## src/rtl/spt_pkg.sv

```systemverilog
package spt_pkg;
  typedef enum logic {
    VERDICT_MISS = 1'b0,
    VERDICT_HIT  = 1'b1
  } verdict_e;
endpackage

```

## src/rtl/spt_bank_slot.sv

```systemverilog
module spt_bank_slot #(
  parameter int PAGE_W = 18,
  parameter int CNT_W  = 16
) (
  input  logic              clk,
  input  logic              rst_n,
  input  logic              sel,
  input  logic [PAGE_W-1:0] page_in,
  output logic              hit,
  output logic [CNT_W-1:0]  cnt
);
  logic              open_q;
  logic [PAGE_W-1:0] page_q;
  logic              switch_w;

  assign hit      = open_q && (page_q == page_in);
  assign switch_w = sel && open_q && (page_q != page_in);

  always_ff @(posedge clk or negedge rst_n) begin
    if (!rst_n) begin
      open_q <= 1'b0;
      page_q <= '0;
    end else if (sel) begin
      open_q <= 1'b1;
      page_q <= page_in;
    end
  end

  always_ff @(posedge clk or negedge rst_n) begin
    if (!rst_n)
      cnt <= '0;
    else if (switch_w && (cnt != {CNT_W{1'b1}}))
      cnt <= cnt + 1'b1;
  end

  assert_cnt_step_R6: assert property (@(posedge clk) disable iff (!rst_n)
    !$stable(cnt) |-> (cnt == $past(cnt) + 1'b1));
  assert_cnt_sat_R7: assert property (@(posedge clk) disable iff (!rst_n)
    (cnt == {CNT_W{1'b1}}) |=> (cnt == {CNT_W{1'b1}}));
  assert_first_open_free_R2: assert property (@(posedge clk) disable iff (!rst_n)
    $rose(open_q) |-> $stable(cnt));
  assert_page_held_R5: assert property (@(posedge clk) disable iff (!rst_n)
    !$past(sel) |-> $stable(page_q));
endmodule

```

## src/rtl/spt_lat_timer.sv

```systemverilog
module spt_lat_timer #(
  parameter int LAT_W = 3
) (
  input  logic             clk,
  input  logic             rst_n,
  input  logic             start,
  input  logic [LAT_W-1:0] lat,
  output logic             busy,
  output logic             done
);
  logic [LAT_W-1:0] left_q;

  always_ff @(posedge clk or negedge rst_n) begin
    if (!rst_n) begin
      busy   <= 1'b0;
      done   <= 1'b0;
      left_q <= '0;
    end else begin
      done <= 1'b0;
      if (start && !busy) begin
        busy   <= 1'b1;
        left_q <= lat - 1'b1;
      end else if (busy) begin
        if (left_q == '0) begin
          busy <= 1'b0;
          done <= 1'b1;
        end else begin
          left_q <= left_q - 1'b1;
        end
      end
    end
  end

  assert_done_pulse_R9: assert property (@(posedge clk) disable iff (!rst_n)
    done |=> !done);
  assert_busy_ends_done_R8: assert property (@(posedge clk) disable iff (!rst_n)
    $fell(busy) |-> done);
  assert_done_after_busy_R8: assert property (@(posedge clk) disable iff (!rst_n)
    $rose(done) |-> $past(busy));
endmodule

```

## src/rtl/sdram_page_tracker.sv

```systemverilog
module sdram_page_tracker #(
  parameter int ADDR_W     = 32,
  parameter int BANK_W     = 2,
  parameter int OFFSET_W   = 12,
  parameter int HIT_LAT    = 3,
  parameter int SWITCH_PEN = 4,
  parameter int CNT_W      = 16
) (
  input  logic                             clk,
  input  logic                             rst_n,
  input  logic                             req_valid,
  output logic                             req_ready,
  input  logic [ADDR_W-1:0]                req_addr,
  output logic                             cpl_valid,
  output logic                             cpl_hit,
  output logic                             busy,
  output logic [(1<<BANK_W)*CNT_W-1:0]     thrash_cnt
);
  import spt_pkg::*;

  localparam int NUM_BANKS = 1 << BANK_W;
  localparam int PAGE_W    = ADDR_W - OFFSET_W - BANK_W;
  localparam int MISS_LAT  = HIT_LAT + SWITCH_PEN;
  localparam int LAT_W     = $clog2(MISS_LAT + 1);

  logic                 accept;
  logic [BANK_W-1:0]    bank_idx;
  logic [PAGE_W-1:0]    page_idx;
  logic [NUM_BANKS-1:0] hit_vec;
  logic [NUM_BANKS-1:0] sel_vec;
  logic                 hit_now;
  logic [LAT_W-1:0]     lat_sel;
  logic                 timer_busy;
  verdict_e             verdict_q;

  assign bank_idx  = req_addr[OFFSET_W +: BANK_W];
  assign page_idx  = req_addr[ADDR_W-1 -: PAGE_W];
  assign accept    = req_valid && !timer_busy;
  assign req_ready = !timer_busy;
  assign busy      = timer_busy;
  assign hit_now   = hit_vec[bank_idx];
  assign lat_sel   = hit_now ? LAT_W'(HIT_LAT) : LAT_W'(MISS_LAT);

  for (genvar b = 0; b < NUM_BANKS; b++) begin : g_bank
    assign sel_vec[b] = accept && (bank_idx == BANK_W'(b));
    spt_bank_slot #(
      .PAGE_W (PAGE_W),
      .CNT_W  (CNT_W)
    ) slot_i (
      .clk     (clk),
      .rst_n   (rst_n),
      .sel     (sel_vec[b]),
      .page_in (page_idx),
      .hit     (hit_vec[b]),
      .cnt     (thrash_cnt[b*CNT_W +: CNT_W])
    );
  end

  spt_lat_timer #(
    .LAT_W (LAT_W)
  ) timer_i (
    .clk   (clk),
    .rst_n (rst_n),
    .start (accept),
    .lat   (lat_sel),
    .busy  (timer_busy),
    .done  (cpl_valid)
  );

  always_ff @(posedge clk or negedge rst_n) begin
    if (!rst_n)
      verdict_q <= VERDICT_MISS;
    else if (accept)
      verdict_q <= hit_now ? VERDICT_HIT : VERDICT_MISS;
  end

  assign cpl_hit = (verdict_q == VERDICT_HIT);

  assert_sel_onehot_R5: assert property (@(posedge clk) disable iff (!rst_n)
    $onehot0(sel_vec));
  assert_busy_ignores_R8: assert property (@(posedge clk) disable iff (!rst_n)
    (req_valid && busy) |=> $stable(thrash_cnt));
  assert_verdict_hold_R9: assert property (@(posedge clk) disable iff (!rst_n)
    (busy && !$rose(busy)) |-> $stable(cpl_hit));
endmodule

```

## config.mk

```make
export PLATFORM = sky130hd
export DESIGN_NAME = sdram_page_tracker
export DESIGN_NICKNAME = d
export VERILOG_FILES = /design/src/rtl/spt_pkg.sv /design/src/rtl/spt_bank_slot.sv /design/src/rtl/spt_lat_timer.sv /design/src/rtl/sdram_page_tracker.sv
export SDC_FILE = /design/constraint.sdc
export NUM_CORES = 1
export LEC_CHECK = 0
export BUFFER_PORTS_ARGS = -buffer_cell sky130_fd_sc_hd__buf_2
export CORE_MARGIN = 4
export CORE_UTILIZATION = 58
export DETAILED_ROUTE_END_ITERATION = 7
export PLACE_DENSITY = 0.81
export SYNTH_ARGS = -nofsm -noshare
export SYNTH_HDL_FRONTEND = slang
export SYNTH_HIERARCHICAL = 1
export SYNTH_SLANG_ARGS = --single-unit
export TNS_END_PERCENT = 1
```

## constraint.sdc

```tcl
create_clock -name clk -period 2.7 [get_ports clk]
set_input_delay 0.27 -clock clk [delete_from_list [all_inputs] [get_ports clk]]
set_output_delay 0.27 -clock clk [all_outputs]
set_load 0.01 [all_outputs]
```

==> flow_metrics.py, run 1 <==
metrics = {
    "outcome": {
        "status": "finished, final reports clean",
    },
    "sta": {
        "unrepaired_setup_endpoints_after_global_routing": "false",
        "timing.final.max_slew_violations": 0,
        "max_slew.worst_pin.slew_ps": 830.9,
        "fin_crit_ps": 2218,
        "slew-limit-headroom_pct": 44.60,
        "worst_hold_slack_ps": 231.3,
        "final.setup_skew_ps": 7.708,
        "timing.fmax_ghz": 0.4508,
        "finalCritPeriodShare_pct": 82.16,
        "timing.setup.tns_ps": 0,
        "report.final.setup_viol": 0,
        "hold_viol_final": 0,
    },
    "setup_path": {
        "cp.depth": 10,
        "worstPathRequired_ps": 3040,
        "regToRegEndpoint": "timer_i/left_q[2]$_DFFE_PN0P_",
        "crit_fanout": 2,
        "reg_to_reg_critical_path_startpoint": "g_bank[0].slot_i/page_q[9]$_DFFE_PN0P_",
        "crit_arrival_ps": 2560,
        "timing.critical_path.max_delay_family": "simple AND/OR/NAND/NOR gates",
        "critPathBufInv": 1,
        "cp_slowest_stage_delay_ps": 390,
        "reg2reg_setup_slack_ps": 480,
        "critical_path.cell_chain": "xnor2_1 -> nand4_1 -> nor3_1 -> nand4_1 -> nor2_1 -> mux4_2 -> inv_1 -> mux2i_1 -> o311ai_1 -> a21oi_1",
        "timing_worst_setup_path_type": "flop to flop",
        "crit_path_frequent_cell": "nand4_1",
        "critical_path.endpoint_type": "flop",
        "slowest_stage": "dfrtp_1",
        "timing.critical_path.from_type": "flop",
        "number_of_cells_traversed_by_the_worst_register_to_register_path": 10,
    },
    "detailed_routing": {
        "drt_wl_total_mm": 15.00,
        "vias": 5004,
        "route.detailed.drc": 0,
        "route.detailed.vias_per_inst": 5.673,
        "detail-route-antenna-nets": 0,
        "post_drt_wl_per_cell_um": 17.01,
        "detailedRoute.firstIterationViolations": 431,
        "drt_pre_antenna_iters": 4,
    },
    "synthesis": {
        "synth_flop_cell": "dfrtp_1",
        "average_cell_area_after_synthesis_um2": 12.31,
        "synth_warnings": 6,
        "synth_top_cells_by_area": "dfrtp_1 (50%), xnor2_1 (13%), mux2_2 (12%)",
        "yosys.cell_types.count": 39,
        "synthesis.area_um2": 7298,
        "synth-seq-cells": 146,
        "ys_async_sr_fraction_pct": 100.0,
        "synth.yosys.seq_area_share_pct": 50.06,
        "post-synth-top-area-fraction_pct": 50.06,
        "netlist_instances": 593,
        "yosysTopAreaCell": "dfrtp_1",
        "synth-edff-count": 0,
    },
    "hold_path": {
        "type_of_the_tightest_min_delay_check": "input pin to flop",
        "hold_path_depth": 2,
        "worst_hold_end": "g_bank[3].slot_i/page_q[9]$_DFFE_PN0P_",
        "holdCritStartpoint": "req_addr[23]",
    },
    "power_and_ir_drop": {
        "p_leak_nw": 4.053,
        "powerDensity_nw_per_um2": 916.0,
        "share_comb_of_total_power_pct": 24.0,
        "power.share.sequential_pct": 43.0,
        "switchingPower_w": 0.002214,
        "cell_internal_pwr_w": 0.005718,
        "irDropWorstVdd_v": 0.0004882,
        "power.share.clock_pct": 33.0,
        "power.share.switching_pct": 27.91,
    },
    "global_routing": {
        "grt.overflow.total": 0,
        "groute.usage.overall_pct": 21.89,
        "grt_max_degree": 90,
        "grt_first_pass_wirelength_mm": 24.96,
        "via_count_of_the_first_global_routing_pass": 5066,
        "antenna_found_initial": 2,
    },
    "floorplan": {
        "die-area_um2": 14440,
        "die_width_um": 120.2,
        "die_height_um": 120.2,
        "core.rowCount": 40,
        "fp.coreArea_um2": 12160,
        "initial_utilization_pct": 60.01,
        "top_level_ports": 103,
    },
    "clock_network": {
        "number_of_clock_sinks_seen_by_cts": 146,
        "cts_max_level": 4,
        "ctsLongestPathBuffers": 2,
        "worstSkewPairLatency_ps": 430,
        "cts-buffers-inserted": 17,
        "tritoncts_clock_tree": "built",
        "ctsResizeCount": 0,
        "clkTransAtPathRegs_ps": 60,
        "clockRootBuffer": "clkbuf_16",
    },
    "final_layout": {
        "most_common_cell_after_layout_fill_and_taps_aside": "dfrtp_1",
        "layout.cells.most_common_list": "dfrtp_1 (146), xnor2_1 (108), buf_2 (89)",
        "final_net_count": 742,
        "area_growth_pct": 18.65,
        "drive_above_1_share_pct": 37.82,
        "count_of_antenna_diodes_in_the_layout": 0,
    },
    "run": {
        "maxCapViolations": 0,
    },
    "placed_design": {
        "gp_routability_congestion": 0.7773,
        "place.port_buffers": 90,
        "dp_hpwl_mm": 10.15,
    },
}
==> cells in the mapped netlist (5+ instances only) <==
cell type and n:
dfrtp_1 146, xnor2_1 108, mux2_2 76, nand3_1 44, nand4_1 44, xor2_1 20
and3_2 17, nor2_1 14, and3_1 12, inv_1 12, and2_4 8, clkbuf_1 8
nand2_1 6, buf_6 5, ha_1 5, mux2_4 5
==> final cells by class <==
| class | count | area [um^2] |
|---|---|---|
| fill | 855 | 3502 |
| multi-input combinational | 421 | 3515 |
| clock buffer | 21 | 480.5 |
| timing repair buffer | 104 | 576.8 |
| inverter | 12 | 45.04 |
| sequential | 146 | 3654 |
| tap | 168 | 210.2 |
| clock inverter | 10 | 178.9 |
==> repair_timing <==
| action | CTS | global route |
|---|---|---|
| setup buffers | 0 | 0 |
| hold buffers | 1 | 0 |
| endpoints found under the hold margin | 86 | 0 |
==> cells by family after synthesis <==
family	count (synthesis)	share of synthesized area, %
simple gates	191	17.40
mux	86	13.61
compound gates	7	0.6514
xor+xnor	128	15.36
other cells	1	0.05138
buf+inv	29	2.006
flops	146	50.06
fa+ha+maj	5	0.8572
==> metrics by stage <==
step	instances	util [%]	setup WS, ps	power [W]	area, um^2
2_1_floorplan	596	-	397.9	0.004790	7310
6_report	882	71.20	481.5	0.007932	8660
5_1_grt	882	71.20	332.0	0.008362	8660
3_5_place_dp	850	65.70	492.0	0.005336	7990
3_3_place_gp	850	65.70	587.9	0.005170	7990
4_1_cts	882	71.20	466.4	0.007997	8660
==> sequential cells by signal, summed over array words and instances, names as in the netlist <==
signal                flops
timer_i/done              1
timer_i/left_q            3
g_bank.slot_i/page_q     72
g_bank.slot_i/cnt        64
cpl_hit                   1
g_bank.slot_i/open_q      4
timer_i/busy              1
==> worst max path at each step <==
stage                                                 from                                     end  slack [ps]
floorplan                           timer_i/busy$_DFF_PN0_  g_bank[0].slot_i/page_q[0]$_DFFE_PN0P_         400
global placement                              req_addr[23]           timer_i/left_q[2]$_DFFE_PN0P_         590
detailed placement                            req_addr[23]           timer_i/left_q[2]$_DFFE_PN0P_         490
CTS                 g_bank[0].slot_i/page_q[9]$_DFFE_PN0P_           timer_i/left_q[2]$_DFFE_PN0P_         470
global route        g_bank[1].slot_i/page_q[3]$_DFFE_PN0P_           timer_i/left_q[2]$_DFFE_PN0P_         330
finish              g_bank[0].slot_i/page_q[9]$_DFFE_PN0P_           timer_i/left_q[2]$_DFFE_PN0P_         480
==> power groups by stage <==
stage	clock network [W]	logic [W]	registers, W
final	0.00261	0.00191	0.00341
after global routing	0.00276	0.00209	0.00350
after CTS	0.00265	0.00193	0.00342
after detailed placement	0	0.00189	0.00344
after global placement	0	0.00179	0.00338
after floorplan	0	0.00141	0.00338
==> layer usage <==
| layer | global-route usage [%] | vias to the layer above | share of wire (%) | routed length (um) |
|---|---|---|---|---|
| met5 | 0 | - | 0.14 | 21 |
| met4 | 8.089 | 4 | 2.0 | 298 |
| met3 | 5.800 | 31 | 4.9 | 735 |
| met2 | 36.42 | 130 | 51 | 7587 |
| met1 | 27.62 | 2532 | 42 | 6358 |
| li1 | - | 2307 | - | - |
==> worst reg2reg max path, stage by stage (launching register included) <==
cell	delay (ps)
dfrtp_1	390
xnor2_1	160
nand4_1	130
nor3_1	300
nand4_1	190
nor2_1	160
mux4_2	270
inv_1	60
mux2i_1	180
o311ai_1	150
a21oi_1	150
Power figures use the tool's default switching activity.
==> run 2, diff against run 1 <==
--- a/config.mk
+++ b/config.mk
@@ -7,9 +7,9 @@
 export LEC_CHECK = 0
 export BUFFER_PORTS_ARGS = -buffer_cell sky130_fd_sc_hd__buf_2
 export CORE_MARGIN = 4
-export CORE_UTILIZATION = 58
+export CORE_UTILIZATION = 52
 export DETAILED_ROUTE_END_ITERATION = 7
-export PLACE_DENSITY = 0.81
+export PLACE_DENSITY = 0.76
 export SYNTH_ARGS = -nofsm -noshare
 export SYNTH_HDL_FRONTEND = slang
 export SYNTH_HIERARCHICAL = 1
==> constraint.sdc (replaced) <==
create_clock -name clk -period 1.9 [get_ports clk]
set_input_delay 0.19 -clock clk [delete_from_list [all_inputs] [get_ports clk]]
set_output_delay 0.19 -clock clk [all_outputs]
set_load 0.01 [all_outputs]
==> run 2 against run 1 <==
Against the previous run:
- the flow now finishes with violations (setup timing)
- die area rose by 11%
- largest power group unchanged
- cell count is 4.3% higher
- non-clock buffer count increased by 26
- setup slack got worse by 620 ps
- hold slack worse by 96 ps
- largest cell class unchanged
- sequential share of layout area down 1.2 points
- critical path type unchanged
==> flow_metrics.py, run 2 (synthesis results as in run 1) <==
metrics = {
    "outcome": {
        "status": "finished, violations left",
        "failing_checks": "setup timing",
    },
    "setup_path": {
        "critical_path.endpoint_type": "flop",
        "cp_slowest_stage_delay_ps": 390,
        "critPathBufInv": 1,
        "timing_worst_setup_path_type": "flop to flop",
        "slowest_stage": "dfrtp_1",
        "crit_path_frequent_cell": "nand4_1",
        "crit_arrival_ps": 2380,
        "timing.critical_path.max_delay_family": "simple AND/OR/NAND/NOR gates",
        "timing.critical_path.from_type": "flop",
        "worstPathRequired_ps": 2240,
        "crit_fanout": 2,
        "critical_path.cell_chain": "xnor2_1 -> nand4_1 -> nor3_2 -> nand4_1 -> nor2_1 -> mux4_2 -> inv_1 -> mux2i_1 -> o311ai_1 -> a21oi_1",
    },
    "global_routing": {
        "grt_first_pass_wirelength_mm": 25.73,
        "groute.usage.overall_pct": 19.83,
        "grt_max_degree": 48,
        "grt.overflow.total": 0,
        "via_count_of_the_first_global_routing_pass": 5206,
        "antenna_found_initial": 1,
    },
    "clock_network": {
        "cts-buffers-inserted": 17,
        "clockRootBuffer": "clkbuf_16",
        "number_of_clock_sinks_seen_by_cts": 146,
        "worstSkewPairLatency_ps": 420,
        "cts_max_level": 4,
        "ctsLongestPathBuffers": 2,
        "clkTransAtPathRegs_ps": 60,
        "tritoncts_clock_tree": "built",
    },
    "final_layout": {
        "reg_top3": "g_bank.slot_i/page_q: 72 flops, g_bank.slot_i/cnt: 64 flops, g_bank.slot_i/open_q: 4 flops",
        "area_growth_pct": 22.12,
        "largest-register": "g_bank.slot_i/page_q",
        "final_net_count": 768,
        "most_common_cell_after_layout_fill_and_taps_aside": "dfrtp_1",
        "count_of_antenna_diodes_in_the_layout": 0,
        "post-route-util_pct": 64.46,
        "drive_above_1_share_pct": 41.08,
        "layout.cells.most_common_list": "dfrtp_1 (146), xnor2_1 (105), buf_2 (89)",
        "largest_register_ff_count": 72,
    },
    "detailed_routing": {
        "drt_wl_total_mm": 15.32,
        "post_drt_wl_per_cell_um": 16.65,
        "route.detailed.vias_per_inst": 5.512,
        "drt_pre_antenna_iters": 4,
        "detailedRoute.firstIterationViolations": 247,
        "detail-route-antenna-nets": 0,
        "route.detailed.drc": 0,
        "vias": 5071,
    },
    "sta": {
        "hold_viol_final": 0,
        "finalCritPeriodShare_pct": 107.4,
        "timing.final.max_slew_violations": 0,
        "final.setup_skew_ps": 6.028,
        "unrepaired_setup_endpoints_after_global_routing": "true",
        "fin_crit_ps": 2040,
        "timing.fmax_ghz": 0.4901,
        "report.final.setup_viol": 5,
        "finalWorstSetupSlack_ps": -140.4,
    },
    "placed_design": {
        "dp_hpwl_mm": 10.78,
        "place.port_buffers": 90,
        "gp_routability_congestion": 0.8466,
    },
    "floorplan": {
        "die-area_um2": 15990,
        "die_width_um": 126.5,
        "top_level_ports": 103,
        "core.rowCount": 43,
        "initial_utilization_pct": 52.78,
        "die_height_um": 126.5,
        "fp.coreArea_um2": 13830,
    },
    "hold_path": {
        "type_of_the_tightest_min_delay_check": "input pin to flop",
    },
    "power_and_ir_drop": {
        "p_leak_nw": 4.194,
        "total_power_w": 0.01133,
        "powerDensity_nw_per_um2": 1271,
        "irDropWorstVdd_v": 0.0007914,
    },
    "run": {
        "maxCapViolations": 0,
    },
}
==> run 2: cell count changes in the layout (fill, tap and decap cells not counted), sizes merged <==
cell      previous run  this run
bufinv               5         4
clkinvlp             0         1
buf                103       129
==> run 2: layout make-up <==
cell class                 count  area [um^2]
sequential                   146         3654
clock buffer                  21        470.5
fill                        1025         4915
clock inverter                10        156.4
tap                          180        225.2
multi-input combinational    421         3570
timing repair buffer         130        792.0
inverter                      12        45.04
==> run 2: repair_timing <==
action | CTS | global route
hold buffers | 1 | 0
pin swaps | 6 | 8
resized for setup | 5 | 6
setup endpoints to repair | 12 | 14
buffers inserted | 0 | 0
hold endpoints to repair | 41 | 0
==> run 2: metrics by stage <==
| step | setup TNS (ps) | cell area, um^2 | hold slack, ps | setup slack, ps | cells |
|---|---|---|---|---|---|
| after global routing | -1303 | 8912 | 151.5 | -344.4 | 920 |
| after detailed placement | -663.0 | 8215 | 148.5 | -198.5 | 888 |
| after CTS | -233.9 | 8880 | 120.8 | -131.4 | 920 |
| final | -242.9 | 8912 | 135.6 | -140.4 | 920 |
| after global placement | -320.7 | 8215 | 141.2 | -166.1 | 888 |
| after floorplan | -2128 | 7322 | -105.6 | -108.8 | 596 |
==> run 2: worst paths after layout <==
kind | slack [ps] | to | start | cells after the start
worst min register to register | 480 | g_bank[3].slot_i/open_q$_DFFE_PN0P_ | g_bank[3].slot_i/open_q$_DFFE_PN0P_ | 1
worst max register to register | -140 | timer_i/left_q[2]$_DFFE_PN0P_ | g_bank[1].slot_i/page_q[14]$_DFFE_PN0P_ | 10
max in group asynchronous | 1030 | g_bank[1].slot_i/cnt[5]$_DFFE_PN0P_ | rst_n | 3
worst min-delay path | 140 | g_bank[1].slot_i/page_q[3]$_DFFE_PN0P_ | req_addr[17] | 2
worst max-delay path | -140 | timer_i/left_q[2]$_DFFE_PN0P_ | g_bank[1].slot_i/page_q[14]$_DFFE_PN0P_ | 10
min in group asynchronous | 270 | g_bank[0].slot_i/cnt[14]$_DFFE_PN0P_ | rst_n | 2
==> run 2: worst reg2reg max path, cell delays in order (launching register included) <==
cell	delay, ps
dfrtp_1	390
xnor2_1	170
nand4_1	180
nor3_2	220
nand4_1	170
nor2_1	130
mux4_2	260
inv_1	50
mux2i_1	120
o311ai_1	110
a21oi_1	150
==> run 2: power by group <==
| part | switching, W | leakage, nW | internal (W) | total (W) |
|---|---|---|---|---|
| clock network | 0.00124 | 0.309 | 0.00229 | 0.00352 |
| logic | 0.00125 | 2.03 | 0.00175 | 0.00300 |
| registers | 0.000727 | 1.86 | 0.00408 | 0.00481 |
| total | 0.00321 | 4.19 | 0.00811 | 0.0113 |
==> run 2: layer usage <==
layer	GRT usage, %	wire (um)	vias up	part of all wire (%)
met1	25.30	6731	2558	44
li1	-	-	2372	-
met4	7.886	365	2	2.4
met5	0	18	-	0.12
met2	32.72	7630	110	50
met3	4.758	569	29	3.7
